**src/rtl/rrs_pkg.sv**
```systemverilog
// Package: shared codes and types for the read return scheduler.
// Assumes: status codes are fixed by the link protocol; phase order is the
// transfer sequence idle -> grant -> data -> dead cycle.
package rrs_pkg;

    localparam logic [2:0] ST_LO_READ = 3'b000;
    localparam logic [2:0] ST_HI_READ = 3'b001;
    localparam logic [2:0] ST_REQUEST = 3'b111;

    typedef enum logic [1:0] {
        PH_IDLE  = 2'd0,
        PH_GRANT = 2'd1,
        PH_XFER  = 2'd2,
        PH_TURN  = 2'd3
    } phase_t;

    typedef enum logic {
        Q_LO = 1'b0,
        Q_HI = 1'b1
    } qsel_t;

endpackage

```
**src/rtl/rrs_fifo.sv**
```systemverilog
// Module: first-in first-out beat store for one priority class.
// Assumes: a push while full and a pop while empty are dropped; the head is
// valid whenever empty is low; DEPTH may be any value of 2 or more.
module rrs_fifo #(
    parameter int W     = 65,
    parameter int DEPTH = 8
) (
    input  logic         clk,
    input  logic         rst_n,
    input  logic         push,
    input  logic [W-1:0] wdata,
    input  logic         pop,
    output logic [W-1:0] head,
    output logic         empty,
    output logic         full
);

    localparam int AW = (DEPTH > 1) ? $clog2(DEPTH) : 1;
    localparam int CW = $clog2(DEPTH + 1);

    logic [W-1:0]  mem [DEPTH];
    logic [AW-1:0] wr_ptr, rd_ptr, wr_nxt, rd_nxt;
    logic [CW-1:0] count;
    logic          do_push, do_pop;

    assign do_push = push && !full;
    assign do_pop  = pop && !empty;
    assign empty   = (count == '0);
    assign full    = (count == CW'(DEPTH));
    assign head    = mem[rd_ptr];

    // Pointer advance: free wrap for power-of-two depth, explicit wrap otherwise.
    generate
        if (DEPTH == (1 << AW)) begin : g_pow2
            assign wr_nxt = wr_ptr + 1'b1;
            assign rd_nxt = rd_ptr + 1'b1;
        end else begin : g_wrap
            assign wr_nxt = (wr_ptr == AW'(DEPTH - 1)) ? '0 : wr_ptr + 1'b1;
            assign rd_nxt = (rd_ptr == AW'(DEPTH - 1)) ? '0 : rd_ptr + 1'b1;
        end
    endgenerate

    // Storage write on an accepted push.
    always_ff @(posedge clk) begin
        if (do_push) begin
            mem[wr_ptr] <= wdata;
        end
    end

    // Pointer and occupancy bookkeeping.
    always_ff @(posedge clk) begin
        if (!rst_n) begin
            wr_ptr <= '0;
            rd_ptr <= '0;
            count  <= '0;
        end else begin
            if (do_push) wr_ptr <= wr_nxt;
            if (do_pop)  rd_ptr <= rd_nxt;
            if (do_push && !do_pop)      count <= count + 1'b1;
            else if (!do_push && do_pop) count <= count - 1'b1;
        end
    end

endmodule

```
**src/rtl/rrs_pick.sv**
```systemverilog
// Module: priority choice between the two queues for the next completion.
// Assumes: evaluated only while the bus is idle; a low-priority start needs
// the master's buffer-full signal deasserted (high), a high one does not.
module rrs_pick (
    input  logic hi_empty,
    input  logic lo_empty,
    input  logic buf_full_n,
    output logic start,
    output logic pick_hi
);

    logic hi_ok, lo_ok;

    // Eligibility per class and fixed high-over-low preference.
    always_comb begin
        hi_ok   = !hi_empty;
        lo_ok   = !lo_empty && buf_full_n;
        start   = hi_ok || lo_ok;
        pick_hi = hi_ok;
    end

endmodule

```
**src/rtl/rrs_seq.sv**
```systemverilog
// Module: transfer sequencer: idle decision, one grant cycle, data beats,
// one dead cycle.
// Assumes: the chosen queue is held for the whole completion; a beat moves
// when the selected queue is non-empty and the master is ready.
module rrs_seq
    import rrs_pkg::*;
(
    input  logic   clk,
    input  logic   rst_n,
    input  logic   start,
    input  logic   pick_hi,
    input  logic   sel_avail,
    input  logic   sel_last,
    input  logic   mst_rdy,
    output phase_t phase,
    output qsel_t  sel,
    output logic   beat_done
);

    // A beat is consumed when both sides are ready in the data phase.
    always_comb begin
        beat_done = (phase == PH_XFER) && sel_avail && mst_rdy;
    end

    // Phase progression and queue latch at the start of each completion.
    always_ff @(posedge clk) begin
        if (!rst_n) begin
            phase <= PH_IDLE;
            sel   <= Q_LO;
        end else begin
            unique case (phase)
                PH_IDLE: begin
                    if (start) begin
                        phase <= PH_GRANT;
                        sel   <= pick_hi ? Q_HI : Q_LO;
                    end
                end
                PH_GRANT: phase <= PH_XFER;
                PH_XFER:  if (beat_done && sel_last) phase <= PH_TURN;
                PH_TURN:  phase <= PH_IDLE;
                default:  phase <= PH_IDLE;
            endcase
        end
    end

endmodule

```
**src/rtl/rd_return_sched.sv**
```systemverilog
// Module: top of the priority read return scheduler.
// Assumes: completions are pushed beat by beat with a last flag; pushes to a
// full queue are dropped; outputs depend only on registered state.
module rd_return_sched
    import rrs_pkg::*;
#(
    parameter int DATA_W   = 64,
    parameter int HI_DEPTH = 8,
    parameter int LO_DEPTH = 8
) (
    input  logic              clk,
    input  logic              rst_n,
    input  logic              hi_in_valid,
    input  logic [DATA_W-1:0] hi_in_data,
    input  logic              hi_in_last,
    output logic              hi_in_full,
    input  logic              lo_in_valid,
    input  logic [DATA_W-1:0] lo_in_data,
    input  logic              lo_in_last,
    output logic              lo_in_full,
    input  logic              buf_full_n,
    input  logic              mst_rdy,
    output logic              bus_gnt,
    output logic [2:0]        bus_status,
    output logic              tgt_rdy,
    output logic [DATA_W-1:0] bus_data,
    output logic              bus_last
);

    localparam int EW = DATA_W + 1;

    logic [EW-1:0] hi_head, lo_head, sel_head;
    logic          hi_empty, lo_empty;
    logic          start, pick_hi;
    logic          sel_avail, beat_done;
    phase_t        phase;
    qsel_t         sel;

    rrs_fifo #(.W(EW), .DEPTH(HI_DEPTH)) u_hi_q (
        .clk   (clk),
        .rst_n (rst_n),
        .push  (hi_in_valid),
        .wdata ({hi_in_last, hi_in_data}),
        .pop   (beat_done && (sel == Q_HI)),
        .head  (hi_head),
        .empty (hi_empty),
        .full  (hi_in_full)
    );

    rrs_fifo #(.W(EW), .DEPTH(LO_DEPTH)) u_lo_q (
        .clk   (clk),
        .rst_n (rst_n),
        .push  (lo_in_valid),
        .wdata ({lo_in_last, lo_in_data}),
        .pop   (beat_done && (sel == Q_LO)),
        .head  (lo_head),
        .empty (lo_empty),
        .full  (lo_in_full)
    );

    rrs_pick u_pick (
        .hi_empty   (hi_empty),
        .lo_empty   (lo_empty),
        .buf_full_n (buf_full_n),
        .start      (start),
        .pick_hi    (pick_hi)
    );

    rrs_seq u_seq (
        .clk       (clk),
        .rst_n     (rst_n),
        .start     (start),
        .pick_hi   (pick_hi),
        .sel_avail (sel_avail),
        .sel_last  (sel_head[EW-1]),
        .mst_rdy   (mst_rdy),
        .phase     (phase),
        .sel       (sel),
        .beat_done (beat_done)
    );

    // Route the selected queue's head to the data bus.
    always_comb begin
        sel_head  = (sel == Q_HI) ? hi_head : lo_head;
        sel_avail = (sel == Q_HI) ? !hi_empty : !lo_empty;
    end

    // Bus-side outputs derived from the phase and the held selection.
    always_comb begin
        bus_gnt    = (phase == PH_GRANT);
        bus_status = ST_REQUEST;
        if (phase == PH_GRANT) begin
            bus_status = (sel == Q_HI) ? ST_HI_READ : ST_LO_READ;
        end
        tgt_rdy  = (phase == PH_XFER) && sel_avail;
        bus_data = sel_head[DATA_W-1:0];
        bus_last = sel_head[EW-1];
    end

endmodule

```
**config.mk**
```make
export PLATFORM = sky130hd
export DESIGN_NAME = rd_return_sched
export DESIGN_NICKNAME = d
export VERILOG_FILES = /design/src/rtl/rrs_pkg.sv /design/src/rtl/rrs_fifo.sv /design/src/rtl/rrs_pick.sv /design/src/rtl/rrs_seq.sv /design/src/rtl/rd_return_sched.sv
export SDC_FILE = /design/constraint.sdc
export NUM_CORES = 1
export LEC_CHECK = 0
export BUFFER_PORTS_ARGS = -buffer_cell sky130_fd_sc_hd__buf_2
export CORE_MARGIN = 2
export CORE_UTILIZATION = 68
export CTS_BUF_LIST = sky130_fd_sc_hd__clkbuf_4 sky130_fd_sc_hd__clkbuf_8
export CTS_CLUSTER_SIZE = 8
export DETAILED_ROUTE_END_ITERATION = 16
export PLACE_DENSITY = 0.87
export SLEW_MARGIN = 20
export SYNTH_ARGS = -nofsm -noshare
export SYNTH_HDL_FRONTEND = slang
export SYNTH_SLANG_ARGS = --single-unit
```
**constraint.sdc**
```tcl
create_clock -name clk -period 18.5 [get_ports clk]
set_clock_uncertainty 0.15 [all_clocks]
set_input_delay 2.775 -clock clk [delete_from_list [all_inputs] [get_ports clk]]
set_output_delay 2.775 -clock clk [all_outputs]
set_load 0.01 [all_outputs]
```
# Word level (Yosys, flattened, before mapping)
# Memory sizes are Yosys's and may differ from the RTL's. A register that Yosys moved wholly into a read port is not among the register bits.
# Cells that the tools add are included.
[totals]
ff_bits = 23
latchBits = 0
mem_bits_rw = 1040
mem_bits_ro = 0
inputBits = 136
out_inout_bits = 72
word_cells = 76
mem_count = 2
[mem_list]
columns = ["name", "words", "width", "read_ports", "rd_clocked_by_memory_dff", "write_ports", "line_no", "source"]
rows = [
  ["u_hi_q.mem", 8, 65, 1, 1, 1, "rrs_fifo.sv:21", "logic [W-1:0] mem [DEPTH];"],
  ["u_lo_q.mem", 8, 65, 1, 1, 1, "rrs_fifo.sv:21", ""],
]
[op_classes]
n_addsub = 8
n_mul = 0
div = 0
magnitude_cmp = 0
eq_ne = 7
n_shift = 0
mux = 20
n_bitwise = 1
reduce_logical = 30
[ops]
columns = ["cell", "count"]
rows = [
  ["$mux W65", 1],
  ["$mux W4", 4],
  ["$mux W3", 5],
  ["$logic_and A1 B1 Y1", 14],
  ["$add A3 B1 Y3 const B", 4],
  ["$add A4 B1 Y4 const B", 2],
  ["$eq A4 B4 Y1 const B", 2],
  ["$logic_not A1 Y1", 8],
  ["$logic_not A4 Y1", 2],
  ["$pmux W2 S4", 1],
  ["$sub A4 B1 Y4 const B", 2],
  ["$mux W1", 7],
  ["$eq A2 B2 Y1 const B", 2],
  ["$mux W2", 2],
  ["$reduce_and A2 Y1", 2],
  ["$reduce_bool A2 Y1", 2],
  ["$eq A2 B1 Y1 const B", 1],
  ["$logic_not A2 Y1", 1],
  ["$ne A2 B1 Y1 const B", 1],
  ["$ne A2 B2 Y1 const B", 1],
  ["$logic_or A1 B1 Y1", 1],
  ["$not A1 Y1", 1],
]

# Longest topological paths before layout
# Gate-level depths: netlist of run 1.
[depth]
ltp_word = 10
mapped_depth = 13
ltp_nobuf = 13

# By module
# Synthesis of run 1 repeated with hierarchy kept, for this count alone.
[unflattened]
hier_cells = 1751
area_unflattened_um2 = 41394.7
[modules_own_cells]
columns = ["module", "n_inst", "cells_per_inst", "area_each_um2", "seq_area_each_um2"]
rows = [
  ["rrs_fifo", 2, 824, 20165.6, 15875.2],
  ["rd_return_sched", 1, 81, 872.1, 0.0],
  ["rrs_seq", 1, 19, 175.2, 60.1],
  ["rrs_pick", 1, 3, 16.3, 0.0],
]

# Worst setup path after synthesis of run 1
# Ideal clock, no wire load.
[synth_timing]
path_type = "input -> register"
from = "input hi_in_valid"
to = "memory u_hi_q.mem[0][0], enable pin"
setup_ns = 0.648
arrival_ns = 9.055
required_time_ns = 17.702
path_slack_ns = 8.647
cell_stages = 2
path_buffers = 0
cell_sequence = "nand2b_1 > nor4_1"
[synth_via]
elab_chain_cells = 3
[synth_rtl]
columns = ["element", "line_no", "source"]
rows = [
  ["from (decl)", "rd_return_sched.sv:13", "input logic hi_in_valid,"],
  ["$logic_and A1 B1 Y1", "rrs_fifo.sv:26", "assign do_push = push && !full;"],
  ["$mux W1", "rrs_fifo.sv:45", "if (do_push) begin"],
  ["$mux W1 (implied by the code)", "rrs_fifo.sv:46", "mem[wr_ptr] <= wdata;"],
  ["to (decl)", "rrs_fifo.sv:21", ""],
]
# Every way passes these cells.

==> flow_metrics.tcl, run 1 <==
set metrics [dict create \
    status "finished clean" \
    tightest_slew_ns 1.02 \
    viasPerCell 6.80 \
    antenna_left 0 \
    synth.distinct_cells 40 \
    drive_gt1_frac 0.344 \
    synth_xor_area_frac 0.00278 \
    clk_pin_slew_ns 0.06 \
    yosysMostFrequentCell "edfxtp_1" \
    synth_area_sq_mm 0.0410 \
    synth-edff-count 1040 \
    cp_slowest_cell "buf_4" \
    yosys_most_used_dff "edfxtp_1" \
    ys_seq_area_frac 0.776 \
    synthCells 1843 \
    antenna_found_initial 25 \
    clkLatencyLatePin_ns 0.83 \
    initial_core_util 0.690 \
    cp_data_arrival_time_ns 5.28 \
    cpMostUsedCell "buf_4" \
    synth_compound_area_frac 0.0237 \
    nets 2303 \
    max-cap-violations 0 \
    area.growth.synth_to_final_pct 12.2 \
    synth-simple-area-share 0.0191 \
    slew_headroom 0.320 \
    end_kind "primary output" \
    synth_fa_ha_area_frac 0.00525 \
    routabilityCongestion 0.838 \
    io_buffers 207 \
    die_h_um 249 \
    peakVddDrop_uv 92.0 \
    ios 208 \
    yosys_warnings 0 \
    crit_type "reg2out" \
    hold_path.class "reg2reg" \
    power_density_mw_per_mm2 120 \
    cpLargestDelayFamily "buffers and inverters" \
    muxShareOfSynthArea 0.161 \
    synth_top_cell_by_area "edfxtp_1" \
    synthTopCellsByArea "edfxtp_1 (76%), mux4_2 (14%), mux2i_1 (1.9%)" \
    worst-path-max-fanout 48 \
    synth_top_family_by_area "multiplexers" \
    synth-async-reset-ratio 0 \
    synth_top_area_frac 0.762 \
    wl_mm 91.9 \
    synth_seq_cells 1069 \
    drc 0 \
    hold_start "u_hi_q.count[3]$_SDFFE_PN0P_" \
    hold_ws_ns 0.379 \
    grt_pass1_wl_mm 134 \
    cts-root-buf "clkbuf_8" \
    setup_viol 0 \
    cts_buffer_depth 3 \
    cp_num_buf_inv 3 \
    postCtsSetupBuffers 0 \
    syn_avg_cell_area_sq_um 22.2 \
    core_area_sq_mm 0.0594 \
    rsz0062_at_grt "false" \
    crit_required_ns 15.58 \
    final-hold-violation-count 0 \
    period_minus_slack_ns 8.21 \
    grt_pass1_vias 20878 \
    first_iter_violations 2894 \
    synth_common_cells "edfxtp_1 (1040), mux4_2 (257), mux2i_1 (78)" \
    grt_usage 0.299 \
    drt_pass1_iterations 5 \
    postCtsHoldBufs 0 \
    p_leak_nw 14.5 \
    final.period_utilization 0.444 \
    max_stage_delay_ns 0.86 \
    syn-num-nets 1995 \
    cts.sinks 1069 \
    wire_per_inst_um 30.2 \
    finalPower_mw 5.51 \
    cts_buffers 164 \
    num_rows 89 \
    dp_hpwl_mm 51.6 \
    grt_max_degree 80 \
    vias 20673 \
    drv_slew 0 \
    startpoint_type "flip-flop" \
    cts_resized 0 \
    reg2reg_from "u_seq.sel$_SDFFE_PN0P_" \
    cts_tree "built" \
    htree_levels 4 \
    finalSetupTns_ns 0 \
    grt_overflow_total 0 \
    fmax_mhz 122 \
    final_util 0.775 \
    cp_cell_sequence "buf_4 -> buf_4 -> mux4_2 -> nor2b_1 -> a211oi_1 -> a21oi_1 -> buf_2" \
    dieArea_sq_mm 0.0622 \
    die_x_um 249 \
]
## final timing paths
kind | end | slack (ns) | cells past startpoint
worst min-delay path | u_hi_q.count[3]$_SDFFE_PN0P_ | 0.38 | 2
worst min register to register | u_hi_q.count[3]$_SDFFE_PN0P_ | 0.38 | 2
worst max register to register | u_hi_q.count[3]$_SDFFE_PN0P_ | 14.73 | 11
worst max-delay path | bus_data[52] | 10.29 | 7
## cell usage in the layout (no fill, tap or decap), drive strengths merged, types with 2 or more instances in the layout
cell type  instances
diode             15
clkinv            21
or3                2
and2               4
edfxtp          1040
nand2b             9
o21ai              2
clkbuf           230
nor3              10
nand2             15
a211oi            65
a21oi             74
a21o               3
inv               24
nor2              32
dfxtp             29
nor2b             65
clkinvlp           3
fa                 2
mux4             257
xnor2              7
o211ai             2
xor2               6
buf              241
nor4               4
ha                14
mux2i             78
## area by class of cell
| cell class | count | area [sq um] |
|---|---|---|
| multi-input combinational | 662 | 8770 |
| sequential | 1069 | 31800 |
| clock inverter | 36 | 245 |
| antenna | 15 | 37.5 |
| clock buffer | 230 | 2770 |
| tap | 773 | 967 |
| inverter | 13 | 48.8 |
| fill | 2759 | 13400 |
| timing repair buffer | 241 | 1290 |
## per-stage QoR
stage / instances / setup WS [ns] / instance area, sq um
detailed placement: 2758 / 11.04 / 42900
global route: 3034 / 9.73 / 46000
floorplan: 1843 / 8.65 / 41000
global placement: 2758 / 11.10 / 42900
CTS: 3024 / 10.14 / 45900
finish: 3039 / 10.29 / 46000
## worst reg2reg max path, stage by stage, from the launching register on
cell and delay (ns):
dfxtp_4 0.84, inv_1 0.31, nor3_1 0.73, inv_1 0.11, ha_1 0.26, inv_1 0.13, ha_1 0.24, a21o_1 0.17
a21oi_1 0.18, xnor2_1 0.10, or3_1 0.32, a21oi_1 0.14
## state kept, by name, indices dropped and copies added, names as in the netlist, named ones only
| name | flops |
|---|---|
| u_lo_q.count | 4 |
| u_hi_q.wr_ptr | 3 |
| u_hi_q.rd_ptr | 3 |
| u_seq.phase | 2 |
| u_lo_q.mem | 520 |
| u_lo_q.wr_ptr | 3 |
| u_hi_q.mem | 520 |
| u_hi_q.count | 4 |
| u_seq.sel | 1 |
| u_lo_q.rd_ptr | 3 |
## report_power, final
| part | internal [mW] | total (mW) | switching, mW |
|---|---|---|---|
| clock network | 0.976 | 1.84 | 0.866 |
| logic | 0.289 | 0.786 | 0.497 |
| registers | 2.81 | 2.89 | 0.0780 |
## metal layers
metal	global-route usage	vias to the layer above	part of all wire
li1	-	8349	-
met2	0.460	1424	0.49
met5	0	-	0.0019
met3	0.0795	187	0.11
met4	0.114	26	0.029
met1	0.425	10687	0.38
## cells by family after synthesis
group           Yosys count
fa+ha+maj                16
buf+inv                 112
mux                     336
xor+xnor                 13
flops                  1069
compound gates          153
simple gates            144
No activity file was read; power rests on OpenSTA's default activity.
==> run 2: changes to the inputs <==
--- a/config.mk
+++ b/config.mk
@@ -7,11 +7,11 @@
 export LEC_CHECK = 0
 export BUFFER_PORTS_ARGS = -buffer_cell sky130_fd_sc_hd__buf_2
 export CORE_MARGIN = 2
-export CORE_UTILIZATION = 68
+export CORE_UTILIZATION = 57
 export CTS_BUF_LIST = sky130_fd_sc_hd__clkbuf_4 sky130_fd_sc_hd__clkbuf_8
 export CTS_CLUSTER_SIZE = 8
 export DETAILED_ROUTE_END_ITERATION = 16
-export PLACE_DENSITY = 0.87
+export PLACE_DENSITY = 0.78
 export SLEW_MARGIN = 20
 export SYNTH_ARGS = -nofsm -noshare
 export SYNTH_HDL_FRONTEND = slang
==> constraint.sdc (replaced) <==
create_clock -name clk -period 6.93 [get_ports clk]
set_clock_uncertainty 0.15 [all_clocks]
set_input_delay 1.0395 -clock clk [delete_from_list [all_inputs] [get_ports clk]]
set_output_delay 1.0395 -clock clk [all_outputs]
set_load 0.01 [all_outputs]
==> flow_metrics.tcl, run 2 (synthesis gave the netlist of run 1 again) <==
set metrics [dict create \
    dieArea_sq_mm 0.0741 \
    peakVddDrop_uv 214 \
    cts_buffer_depth 3 \
    clkLatencyLatePin_ns 0.79 \
    grt_pass1_wl_mm 131 \
    fmax_mhz 199 \
    io_buffers 207 \
    setup_viol 0 \
    finalPower_mw 14.6 \
    finalSetupTns_ns 0 \
    power_density_mw_per_mm2 315 \
    crit_type "reg2out" \
    initial_core_util 0.574 \
    final_common_cell "edfxtp_1" \
    ios 208 \
    period_minus_slack_ns 5.02 \
    htree_levels 4 \
    clk_pin_slew_ns 0.06 \
    cts_tree "built" \
    cts-root-buf "clkbuf_8" \
    top_regs "u_hi_q.mem x520, u_lo_q.mem x520" \
    regArea_sq_mm 0.0318 \
    postCtsHoldBufs 0 \
    hold_path.class "in2reg" \
    fillers 4619 \
    max-cap-violations 0 \
    grt_usage 0.247 \
    slew_headroom 0.330 \
    nets 2311 \
    cts_resized 0 \
    cp_data_arrival_time_ns 3.83 \
    postCtsSetupBuffers 0 \
    core_area_sq_mm 0.0714 \
    rsz0062_at_grt "false" \
    die_x_um 272 \
    wl_mm 90.4 \
    die_h_um 272 \
    multiInputGateArea_sq_mm 0.00878 \
    first_iter_violations 2282 \
    dp_hpwl_mm 54.9 \
    final.period_utilization 0.725 \
    p_leak_nw 14.5 \
    drive_gt1_frac 0.349 \
    grt_pass1_vias 20202 \
    worst-path-max-fanout 42 \
    crit_required_ns 5.74 \
    cts_buffers 164 \
    drc 0 \
    final-hold-violation-count 0 \
    antenna_left 0 \
    drv_slew 0 \
    wire_per_inst_um 28.1 \
    cts.sinks 1069 \
    viasPerCell 6.21 \
    antenna_found_initial 36 \
    startpoint_type "flip-flop" \
    tightest_slew_ns 1.00 \
    area.growth.synth_to_final_pct 12.9 \
    drt_pass1_iterations 5 \
    final_cell_mix "edfxtp_1 (1040), mux4_2 (257), buf_2 (207), clkbuf_8 (165), mux2i_1 (78)" \
    fin_ws_ns 1.91 \
    whs_path_depth 1 \
    vias 20009 \
    status "finished clean" \
    reg2regPathDepth 11 \
    end_kind "primary output" \
    grt_max_degree 73 \
    num_rows 98 \
    routabilityCongestion 0.837 \
    grt_overflow_total 0 \
    post-place-ws_ns 2.64 \
]
run 2: critical path: stages (launching register included):
cell	delay, ns
dfxtp_4	0.89
buf_4	0.71
mux4_2	0.58
nor2b_1	0.14
a211oi_1	0.38
a21oi_1	0.09
buf_2	0.19
run 2: layer usage:
| metal | GRT usage | up-vias | wire [um] |
|---|---|---|---|
| met2 | 0.373 | 931 | 42700 |
| li1 | - | 8376 | - |
| met5 | 0 | - | 204 |
| met3 | 0.0711 | 189 | 8160 |
| met4 | 0.0905 | 32 | 2800 |
| met1 | 0.349 | 10481 | 36500 |
run 2: final timing paths:
kind / from / end / slack [ns]
hold reg to reg: u_lo_q.count[3]$_SDFFE_PN0P_ / u_lo_q.count[3]$_SDFFE_PN0P_ / 0.38
hold / removal: lo_in_data[41] / u_lo_q.mem[6][41]$_DFFE_PP_ / 0.36
setup reg to reg: u_seq.sel$_SDFFE_PN0P_ / u_hi_q.count[3]$_SDFFE_PN0P_ / 3.18
setup / recovery: flip-flop / bus_data[10] / 1.91
run 2: per-stage QoR:
step	std cells	hold WS, ns	util	cell area (sq um)
after floorplan	1843	0.326	-	41000
after global placement	2943	0.337	0.606	43200
after detailed placement	2943	0.367	0.606	43200
after CTS	3207	0.285	0.648	46200
after global routing	3218	0.319	0.648	46300
final	3220	0.358	0.648	46300
run 2: final cells by class:
cell class,instances,area share
flip-flops and latches,1069,0.688
multi-input cells,662,0.190
clock buffers,237,0.0608
repair buffers,249,0.0298
well taps,950,0.0257
clock inverters,27,0.00406
inverters,13,0.00105
diodes,13,0.000703
run 2: power breakdown:
group | total (mW) | switching [mW] | internal [mW] | leakage, nW
combinational | 2.02 | 1.24 | 0.774 | 3.23
clock | 4.85 | 2.26 | 2.59 | 1.59
sequential | 7.69 | 0.194 | 7.49 | 9.68
==> run 3: changes to the inputs <==
--- a/config.mk
+++ b/config.mk
@@ -7,11 +7,11 @@
 export LEC_CHECK = 0
 export BUFFER_PORTS_ARGS = -buffer_cell sky130_fd_sc_hd__buf_2
 export CORE_MARGIN = 2
-export CORE_UTILIZATION = 57
+export CORE_UTILIZATION = 63
 export CTS_BUF_LIST = sky130_fd_sc_hd__clkbuf_4 sky130_fd_sc_hd__clkbuf_8
 export CTS_CLUSTER_SIZE = 8
 export DETAILED_ROUTE_END_ITERATION = 16
-export PLACE_DENSITY = 0.78
+export PLACE_DENSITY = 0.82
 export SLEW_MARGIN = 20
 export SYNTH_ARGS = -nofsm -noshare
 export SYNTH_HDL_FRONTEND = slang
==> constraint.sdc (replaced) <==
create_clock -name clk -period 4.9 [get_ports clk]
set_clock_uncertainty 0.15 [all_clocks]
set_input_delay 0.735 -clock clk [delete_from_list [all_inputs] [get_ports clk]]
set_output_delay 0.735 -clock clk [all_outputs]
set_load 0.01 [all_outputs]
==> flow_metrics.tcl, run 3 (synthesis gave the netlist of run 1 again) <==
set metrics [dict create \
    status "finished clean" \
    cp_cell_sequence "buf_4 -> a211oi_1 -> a21oi_1 -> buf_2" \
    io_buffers 207 \
    drt_pass1_iterations 7 \
    finalPower_mw 20.7 \
    grt_pass1_vias 20891 \
    core_area_sq_mm 0.0643 \
    htree_levels 4 \
    grt_max_degree 70 \
    cp_num_buf_inv 2 \
    vias 20495 \
    die_x_um 259 \
    slew_headroom 0.360 \
    final_common_cell "edfxtp_1" \
    p_seq_frac 0.525 \
    max-cap-violations 0 \
    antenna_left 0 \
    post-place-ws_ns 1.21 \
    crit_required_ns 4.01 \
    num_rows 93 \
    final_cell_mix "edfxtp_1 (1040), mux4_2 (257), buf_2 (207), clkbuf_8 (171), mux2i_1 (78)" \
    dieArea_sq_mm 0.0671 \
    first_iter_violations 2531 \
    ios 208 \
    grt_pass1_wl_mm 133 \
    cpLargestDelayFamily "buffers and inverters" \
    wire_per_inst_um 28.5 \
    max_stage_delay_ns 0.91 \
    peakVddDrop_uv 276 \
    final-hold-violation-count 0 \
    rsz0062_at_grt "false" \
    hold_path.class "in2reg" \
    nets 2355 \
    cp_data_arrival_time_ns 3.62 \
    power_density_mw_per_mm2 442 \
    tightest_slew_ns 0.960 \
    cts.sinks 1069 \
    drive_gt1_frac 0.343 \
    initial_core_util 0.637 \
    viasPerCell 6.44 \
    clk_pin_slew_ns 0.06 \
    wl_mm 90.8 \
    routabilityCongestion 0.834 \
    final.period_utilization 0.919 \
    startpoint_type "flip-flop" \
    drv_slew 0 \
    cts_buffer_depth 3 \
    cts_buffers 164 \
    fmax_mhz 222 \
    cts-root-buf "clkbuf_8" \
    period_minus_slack_ns 4.50 \
    end_kind "primary output" \
    cts_tree "built" \
    grt_overflow_total 0 \
    cts_resized 0 \
    place_area_sq_mm 0.0434 \
    clkLatencyLatePin_ns 0.78 \
    drc 0 \
    worst-path-max-fanout 68 \
    swShare 0.254 \
    antenna_found_initial 31 \
    p_switching_mw 5.26 \
    cp_slowest_cell "dfxtp_4" \
    crit_type "reg2out" \
    power_frac_comb 0.142 \
    setup_viol 0 \
    final_area_sq_mm 0.0468 \
    top_regs "u_hi_q.mem x520, u_lo_q.mem x520" \
    p_clk_frac 0.333 \
    area.growth.synth_to_final_pct 14.2 \
    finalSetupTns_ns 0 \
    internal_power_mw 15.4 \
    die_h_um 259 \
    grt_usage 0.276 \
    p_leak_nw 14.7 \
    fin_ws_ns 0.395 \
    dp_hpwl_mm 53.3 \
]
==> run 3: cell types whose count changed in the layout (fill, tap and decap cells not counted), moves of 6 or more <==
cell | previous run | this run
inv_6 | 6 | 0
diode_2 | 13 | 23
dlygate4sd3_1 | 0 | 34
buf_12 | 2 | 18
clkinv_1 | 10 | 21
buf_4 | 40 | 34
clkbuf_4 | 72 | 63
clkbuf_8 | 165 | 171
==> run 3: path summary, 6_finish.rpt <==
check / start / end / slack (ns) / cells past startpoint
setup reg to reg: u_seq.sel$_SDFFE_PN0P_ / u_hi_q.count[3]$_SDFFE_PN0P_ / 1.22 / 11
hold / removal: hi_in_data[8] / u_hi_q.mem[6][8]$_DFFE_PP_ / 0.06 / 1
hold reg to reg: u_lo_q.wr_ptr[0]$_SDFFE_PN0P_ / u_lo_q.wr_ptr[0]$_SDFFE_PN0P_ / 0.36 / 2
setup / recovery: u_seq.sel$_SDFFE_PN0P_ / bus_data[44] / 0.40 / 4
==> run 3: worst reg2reg max path, stage by stage (launching register included) <==
cell	delay, ns
dfxtp_4	0.91
inv_1	0.35
nor3_1	0.56
inv_1	0.10
ha_1	0.26
inv_1	0.13
ha_1	0.26
a21o_1	0.18
a21oi_1	0.17
xnor2_1	0.10
or3_1	0.31
a21oi_1	0.15
==> run 3: power by group through the flow <==
stage | sequential, mW | combinational (mW) | clock, mW
after floorplan | 10.9 | 1.74 | 0
after global placement | 11.0 | 2.78 | 0
after detailed placement | 11.1 | 2.88 | 0
after CTS | 10.9 | 2.92 | 7.01
after global routing | 10.9 | 3.12 | 7.37
final | 10.9 | 2.93 | 6.89
==> run 3: layer usage <==
| layer | up-vias | global-route usage | wire, um |
|---|---|---|---|
| met3 | 189 | 0.0767 | 9620 |
| met4 | 20 | 0.111 | 2980 |
| li1 | 8472 | - | - |
| met5 | - | 0 | 119 |
| met2 | 1102 | 0.426 | 44100 |
| met1 | 10712 | 0.383 | 34000 |
==> run 3: metrics by stage <==
| step | instances | util | hold WS, ns |
|---|---|---|---|
| global route | 3170 | 0.727 | 0.0343 |
| finish | 3181 | 0.728 | 0.0623 |
| global placement | 2858 | 0.674 | 0.337 |
| detailed placement | 2858 | 0.674 | 0.354 |
| CTS | 3158 | 0.727 | 0.0000254 |
| floorplan | 1843 | - | 0.326 |
==> run 3: what timing repair did <==
item / CTS / global route
buffers inserted: 0 / 0
hold buffers: 34 / 0
endpoints found under the hold margin: 182 / 0
==> run 3: layout make-up <==
type | count | area [sq um]
fill | 3406 | 17500
clock buffer | 234 | 2830
inverter | 13 | 48.8
sequential | 1069 | 31800
antenna | 23 | 57.6
timing repair buffer | 293 | 1990
clock inverter | 32 | 193
multi-input combinational | 662 | 8790
tap | 855 | 1070
